`config.mk`:
```
export PLATFORM = sky130hd
export DESIGN_NAME = mech_pulse_seq
export DESIGN_NICKNAME = d
export VERILOG_FILES = /design/src/rtl/mps_pkg.sv /design/src/rtl/mps_sync.sv /design/src/rtl/mps_pulse_timer.sv /design/src/rtl/mech_pulse_seq.sv
export SDC_FILE = /design/constraint.sdc
export NUM_CORES = 1
export LEC_CHECK = 0
export BUFFER_PORTS_ARGS = -buffer_cell sky130_fd_sc_hd__buf_2
export CORE_MARGIN = 2
export CORE_UTILIZATION = 30
export CTS_BUF_LIST = sky130_fd_sc_hd__clkbuf_8
export CTS_CLUSTER_DIAMETER = 200
export CTS_CLUSTER_SIZE = 12
export DETAILED_ROUTE_END_ITERATION = 7
export SETUP_SLACK_MARGIN = 0.5
export SYNTH_ARGS = -nofsm -noshare
export SYNTH_HDL_FRONTEND = slang
export SYNTH_SLANG_ARGS = --single-unit
export TNS_END_PERCENT = 30
```
`constraint.sdc`:
```
create_clock -name clk -period 3.6 [get_ports clk]
set_input_delay 0.72 -clock clk [delete_from_list [all_inputs] [get_ports clk]]
set_output_delay 0.72 -clock clk [all_outputs]
set_load 0.02 [all_outputs]
```
`src/rtl/mps_pkg.sv`:
```
// Shared types for the mechanism pulse sequencer.
// Assumes: nothing beyond IEEE 1800-2017 enums.
package mps_pkg;

    // Sequencer phase.
    typedef enum logic [1:0] {
        ST_IDLE  = 2'd0,
        ST_RUN   = 2'd1,
        ST_CHECK = 2'd2
    } seq_state_t;

    // Outcome of the last completed move.
    typedef enum logic [1:0] {
        RES_NONE  = 2'd0,
        RES_OK    = 2'd1,
        RES_FAIL  = 2'd2,
        RES_UNVER = 2'd3
    } move_res_t;

endpackage

```
`src/rtl/mps_sync.sv`:
```
// Two-flop synchronizer for a bundle of asynchronous level inputs.
// Assumes: each bit is independent; no bus coherence is implied.
// Reset value is all ones (active-low "not at position").
module mps_sync #(
    parameter int W = 8
) (
    input  logic         clk,
    input  logic         rst_n,
    input  logic [W-1:0] async_i,
    output logic [W-1:0] sync_o
);

    logic [W-1:0] stage1;

    // Shift the raw inputs through two flops.
    always_ff @(posedge clk) begin
        if (!rst_n) begin
            stage1 <= '1;
            sync_o <= '1;
        end else begin
            stage1 <= async_i;
            sync_o <= stage1;
        end
    end

endmodule

```
`src/rtl/mps_pulse_timer.sv`:
```
// Fixed-length pulse timer: after start, running is high for exactly
// LEN clock cycles; expire marks the final cycle.
// Assumes: start is only asserted while running is low.
module mps_pulse_timer #(
    parameter int LEN = 25_000_000
) (
    input  logic clk,
    input  logic rst_n,
    input  logic start,
    output logic running,
    output logic expire
);

    localparam int CW = (LEN > 1) ? $clog2(LEN) : 1;

    logic [CW-1:0] remain;

    // Load on start, count down while running, stop at zero.
    always_ff @(posedge clk) begin
        if (!rst_n) begin
            running <= 1'b0;
            remain  <= '0;
        end else if (start) begin
            running <= 1'b1;
            remain  <= CW'(LEN - 1);
        end else if (running) begin
            if (remain == '0) running <= 1'b0;
            else              remain  <= remain - 1'b1;
        end
    end

    // Last cycle of the pulse.
    always_comb expire = running && (remain == '0);

    AST_NO_RESTART: assert property (@(posedge clk) disable iff (!rst_n)
        running |-> !start);

endmodule

```
`src/rtl/mech_pulse_seq.sv`:
```
// Mechanism pulse command sequencer.
// Accepts one move request at a time, drives a single fixed-length pulse
// on the selected in/out output of the primary or secondary path, then
// checks the synchronized active-low telltale and records the outcome.
// Assumes: telltales are asynchronous levels; mechanism index 0..N_MECH-1.
module mech_pulse_seq
    import mps_pkg::*;
#(
    parameter int               N_MECH         = 3,
    parameter int               PULSE_CYCLES   = 25_000_000,
    parameter logic [N_MECH-1:0] SEC_PRESENT    = 3'b011,
    parameter logic [N_MECH-1:0] IN_TT_PRESENT  = 3'b011,
    parameter logic [N_MECH-1:0] OUT_TT_PRESENT = 3'b111,
    localparam int              MW             = (N_MECH > 1) ? $clog2(N_MECH) : 1
) (
    input  logic              clk,
    input  logic              rst_n,
    input  logic              req_valid,
    input  logic [MW-1:0]     req_mech,
    input  logic              req_dir,
    input  logic              req_path,
    input  logic [N_MECH-1:0] tt_in_n,
    input  logic [N_MECH-1:0] tt_out_n,
    input  logic              cover_closed_n,
    input  logic              cover_open_n,
    output logic              busy,
    output logic              req_refused,
    output logic [N_MECH-1:0] drv_pri_in,
    output logic [N_MECH-1:0] drv_pri_out,
    output logic [N_MECH-1:0] drv_sec_in,
    output logic [N_MECH-1:0] drv_sec_out,
    output logic              done,
    output logic [1:0]        res_code,
    output logic              cover_closed,
    output logic              cover_open
);

    localparam int SW = 2 * N_MECH + 2;
    localparam int LW = $clog2(PULSE_CYCLES + 1) + 1;

    seq_state_t        state;
    logic [SW-1:0]     synced;
    logic [N_MECH-1:0] s_in_n, s_out_n;
    logic              legal, accept;
    logic [N_MECH-1:0] hot;
    logic              tmr_run, tmr_exp;
    logic [MW-1:0]     sel_mech;
    logic              sel_dir;
    logic              chk_has, chk_val;
    logic              any_drive;

    // Bring all telltales into the clock domain.
    mps_sync #(.W(SW)) u_sync (
        .clk     (clk),
        .rst_n   (rst_n),
        .async_i ({cover_open_n, cover_closed_n, tt_out_n, tt_in_n}),
        .sync_o  (synced)
    );

    // Split the synchronized bundle and expose cover status active-high.
    always_comb begin
        s_in_n       = synced[N_MECH-1:0];
        s_out_n      = synced[2*N_MECH-1:N_MECH];
        cover_closed = ~synced[2*N_MECH];
        cover_open   = ~synced[2*N_MECH+1];
    end

    // Decide whether the request names a reachable output.
    always_comb begin
        legal = 1'b0;
        hot   = '0;
        for (int i = 0; i < N_MECH; i++) begin
            if (req_mech == MW'(i)) begin
                legal  = !req_path || SEC_PRESENT[i];
                hot[i] = 1'b1;
            end
        end
    end

    always_comb busy   = (state != ST_IDLE);
    always_comb accept = req_valid && !busy && legal;

    // Pulse length source.
    mps_pulse_timer #(.LEN(PULSE_CYCLES)) u_timer (
        .clk     (clk),
        .rst_n   (rst_n),
        .start   (accept),
        .running (tmr_run),
        .expire  (tmr_exp)
    );

    // Sequencer phase: idle -> pulse -> one check cycle -> idle.
    always_ff @(posedge clk) begin
        if (!rst_n) begin
            state <= ST_IDLE;
        end else begin
            unique case (state)
                ST_IDLE:  if (accept)  state <= ST_RUN;
                ST_RUN:   if (tmr_exp) state <= ST_CHECK;
                ST_CHECK:              state <= ST_IDLE;
                default:               state <= ST_IDLE;
            endcase
        end
    end

    // Latch the target of an accepted move for the later check.
    always_ff @(posedge clk) begin
        if (!rst_n) begin
            sel_mech <= '0;
            sel_dir  <= 1'b0;
        end else if (accept) begin
            sel_mech <= req_mech;
            sel_dir  <= req_dir;
        end
    end

    // Set the one selected drive bit on accept, clear all on expiry.
    always_ff @(posedge clk) begin
        if (!rst_n) begin
            drv_pri_in  <= '0;
            drv_pri_out <= '0;
            drv_sec_in  <= '0;
            drv_sec_out <= '0;
        end else if (accept) begin
            drv_pri_in  <= ( req_dir && !req_path) ? hot : '0;
            drv_pri_out <= (!req_dir && !req_path) ? hot : '0;
            drv_sec_in  <= ( req_dir &&  req_path) ? hot : '0;
            drv_sec_out <= (!req_dir &&  req_path) ? hot : '0;
        end else if (tmr_exp) begin
            drv_pri_in  <= '0;
            drv_pri_out <= '0;
            drv_sec_in  <= '0;
            drv_sec_out <= '0;
        end
    end

    // Pick the telltale that belongs to the requested position.
    always_comb begin
        chk_has = sel_dir ? IN_TT_PRESENT[sel_mech] : OUT_TT_PRESENT[sel_mech];
        chk_val = sel_dir ? s_in_n[sel_mech]        : s_out_n[sel_mech];
    end

    // Record the outcome in the check cycle.
    always_ff @(posedge clk) begin
        if (!rst_n) begin
            done     <= 1'b0;
            res_code <= RES_NONE;
        end else begin
            done <= (state == ST_CHECK);
            if (state == ST_CHECK) begin
                if (!chk_has)      res_code <= RES_UNVER;
                else if (!chk_val) res_code <= RES_OK;
                else               res_code <= RES_FAIL;
            end
        end
    end

    // Flag every request that was not taken.
    always_ff @(posedge clk) begin
        if (!rst_n) req_refused <= 1'b0;
        else        req_refused <= req_valid && !accept;
    end

    // ---------------- assertions ----------------
    always_comb any_drive = |{drv_pri_in, drv_pri_out, drv_sec_in, drv_sec_out};

    logic [LW-1:0] hi_len;

    // Count consecutive high cycles of any drive output (checker only).
    always_ff @(posedge clk) begin
        if (!rst_n)         hi_len <= '0;
        else if (any_drive) hi_len <= hi_len + 1'b1;
        else                hi_len <= '0;
    end

    AST_PULSE_LEN: assert property (@(posedge clk) disable iff (!rst_n)
        $fell(any_drive) |-> hi_len == LW'(PULSE_CYCLES));

    AST_ONE_DRIVE: assert property (@(posedge clk) disable iff (!rst_n)
        $countones({drv_pri_in, drv_pri_out, drv_sec_in, drv_sec_out}) <= 1);

    AST_BUSY_REFUSE: assert property (@(posedge clk) disable iff (!rst_n)
        (req_valid && busy) |=> req_refused);

    AST_SEC_MISSING: assert property (@(posedge clk) disable iff (!rst_n)
        ((drv_sec_in | drv_sec_out) & ~SEC_PRESENT) == '0);

    AST_DONE_FOLLOWS: assert property (@(posedge clk) disable iff (!rst_n)
        $fell(any_drive) |=> (done && !busy));

endmodule

```
==> impl_metrics.toml <==
[global_route]
track_usage_pct = 12.29
antenna_found_initial = 0
grt_max_degree = 28
grt_overflow = 0
grt_pass1_wl_um = 9446
grt_pass1_vias = 2019

[synthesis]
synth_edf_count = 0
synth-seq-cells = 63
syn_area_per_cell_um2 = 9.614
netlist_area_um2 = 2586
ys_warn_count = 0
synth_fp_nets = 286
synth_cell_type_count = 48
synth_flop_cell = "dfxtp_1"
async_flop_share_pct = 0
synth_cells = 269
yosysSeqAreaShare_pct = 48.77

[layout]
nNetsFinal = 321
diodes = 0
syn_to_final_growth_pct = 18.92
design_area_um2 = 3075
regArea_um2 = 1261
drive_gt1_share_pct = 23.30
fillers = 845
multiInputGateArea_um2 = 1217

[placement]
globalplace.congestion = 0.8094
post-place-ws_ns = 1.141
dpl.hpwl_um = 3588
placed_area_um2 = 2854
port_buffers = 33

[timing]
fmax_ghz = 0.4032
rsz0062_at_grt = "false"
max_slew_margin_pct = 53.28
drv_slew = 0
setup_ws_ns = 1.120
worstMarginPinSlew_ns = 0.6944
setup_viol = 0
finalHoldViolations = 0
clock_skew_ns = 0.009567
timing.hold.ws_ns = 0.4090
period_needed_ns = 2.480
fin_crit_sh_pct = 68.89
finalSetupTns_ns = 0

[floorplan]
ios = 34
initial_core_util_pct = 31.16
core_region_area_um2 = 8299
die-area_um2 = 9380
dieHeight_um = 96.85
die_w_um = 96.85
row_count = 33

[setup_path]
arrival_ns = 2.72
path_buf_inv = 1
crit_chain = "inv_1 > ha_1 > or4b_2 > or4_4 > nor2_1 > a21oi_2 > a22o_1"
crit_type = "register to register"
path_max_fanout = 16
critPathTopFamily = "simple AND/OR/NAND/NOR gates"
cpPeakStageDelay_ns = 0.60
cp_data_required_time_ns = 3.84
end_kind = "register"
cp-start-kind = "register"
crit_slowest_cell = "or4b_2"

[routing]
vias_per_cell = 4.971
vias = 2058
drtIter0Drc = 107
antenna_left = 0
first_pass_iters = 4
wl_per_cell_um = 12.88
drc = 0
wirelength_um = 5331

[power]
power_density_nw_per_um2 = 545.3
peakVddDrop_uv = 283.0
p_leak_nw = 1.213

[clock_tree]
cts_root_buffer = "clkbuf_8"
cts_resized = 0
htreeDepth = 3
cts_made_buffers = 9
path_clk_slew_ns = 0.07
holdBufCountCts = 0
post_cts_buffers = 0
cts_sinks = 63
cts_buffer_depth = 2
cts_tree = "built"
clock_latency_ns = 0.35

[hold_path]
hp-class = "register to register"

[flow_run]
cap_violations = 0

[status]
status = "completed"
-- cells by family after synthesis --
| kind of cell | after synthesis | share of synthesized area, % |
|---|---|---|
| AO/OA/AOI/OAI | 58 | 15.48 |
| XOR/XNOR | 18 | 6.096 |
| adder cells (fa/ha/maj) | 2 | 0.9674 |
| buffers and inverters | 23 | 4.160 |
| flip-flops | 63 | 48.77 |
| multiplexers | 3 | 1.645 |
| AND/OR/NAND/NOR | 102 | 22.88 |
-- cell type report --
class | instances | share of cell area [%]
flip-flops and latches | 63 | 41.01
clock inverters | 7 | 3.173
inverters | 7 | 0.8544
clock buffers | 9 | 4.028
multi-input cells | 183 | 39.59
repair buffers | 40 | 7.079
well taps | 105 | 4.272
-- Yosys cell counts (2+ instances only) --
| master | n | area (µm²) |
|---|---|---|
| a21oi_1 | 22 | 110.1 |
| a22o_1 | 2 | 17.52 |
| a31oi_1 | 5 | 31.28 |
| a32o_1 | 2 | 20.02 |
| and2_1 | 3 | 18.77 |
| and3_1 | 3 | 18.77 |
| buf_2 | 2 | 10.01 |
| clkbuf_1 | 11 | 41.29 |
| dfxtp_1 | 63 | 1261 |
| ha_1 | 2 | 25.02 |
| inv_1 | 7 | 26.28 |
| mux2i_1 | 2 | 20.02 |
| nand2_1 | 9 | 33.78 |
| nand2b_1 | 18 | 112.6 |
| nand3_1 | 8 | 40.04 |
| nand4_1 | 5 | 31.28 |
| nor2_1 | 18 | 67.56 |
| nor3_1 | 6 | 30.03 |
| nor3b_1 | 2 | 15.01 |
| nor4_1 | 8 | 50.05 |
| nor4b_1 | 2 | 17.52 |
| o2111ai_1 | 5 | 43.79 |
| o211ai_1 | 2 | 15.01 |
| o21ai_0 | 7 | 35.03 |
| o221a_2 | 2 | 22.52 |
| o2bb2ai_1 | 4 | 35.03 |
| or2_2 | 4 | 25.02 |
| or4_1 | 7 | 52.55 |
| or4b_2 | 3 | 30.03 |
| xnor2_1 | 7 | 61.31 |
| xor2_1 | 11 | 96.34 |
-- layout by cell type, fill, tap and decap left out, types with 8 or more instances in the layout --
| master | n |
|---|---|
| clkbuf_8 | 9 |
| a21oi_1 | 22 |
| nor2_1 | 18 |
| nand3_1 | 8 |
| buf_2 | 33 |
| dfxtp_1 | 63 |
| nor4_1 | 8 |
| nand2_1 | 9 |
| nand2b_1 | 18 |
| xor2_1 | 11 |
-- final timing paths --
kind                                                     start                     endpoint  slack (ns)  depth (start not counted)
worst max register to register  u_timer.remain[0]$_SDFFE_PN0P_  drv_pri_out[1]$_SDFFE_PN0P_        1.12                          7
worst min register to register     u_sync.stage1[7]$_SDFF_PN1_  u_sync.sync_o[7]$_SDFF_PN1_        0.41                          1
worst max-delay path            u_timer.remain[0]$_SDFFE_PN0P_  drv_pri_out[1]$_SDFFE_PN0P_        1.12                          7
worst min-delay path               u_sync.stage1[7]$_SDFF_PN1_  u_sync.sync_o[7]$_SDFF_PN1_        0.41                          1
-- worst reg2reg max path, delay by kind of cell (launching register included) --
| kind | cells | cell delay (ns) |
|---|---|---|
| DFF | 1 | 0.32 |
| adders and majority gates | 1 | 0.16 |
| and+or+nand+nor | 3 | 1.36 |
| AOI/OAI and AO/OA | 2 | 0.42 |
| buffers and inverters | 1 | 0.12 |
-- stage by stage --
step / total power, mW / cells / util, %
4_1_cts: 1.698 / 414 / 37.06
3_5_place_dp: 1.018 / 398 / 34.39
3_3_place_gp: 1.014 / 398 / 34.39
5_1_grt: 1.762 / 414 / 37.06
6_report: 1.677 / 414 / 37.06
2_1_floorplan: 0.9569 / 269 / -
-- sequential cells by signal, indices dropped and copies added (netlist names) --
register and count:
sel_mech 2, drv_pri_out 3, u_timer.running 1, drv_pri_in 3, res_code 2, state 2, sel_dir 1, drv_sec_in 3
drv_sec_out 3, u_sync.stage1 8, u_timer.remain 25, req_refused 1, done 1, u_sync.sync_o 8
-- report_power, final --
group	leakage, nW	internal (mW)	switching (mW)
clock	0.105	0.390	0.284
combinational	0.591	0.0938	0.140
sequential	0.517	0.736	0.0319
total	1.21	1.22	0.457
-- routing by layer --
metal	share of wire [%]	GRT usage, %	up-vias
met5	0	0	-
met4	1.7	6.176	0
met3	3.2	3.324	11
met2	45	19.50	37
met1	50	15.33	965
li1	-	-	1045
(Power assumes the default switching activity.)
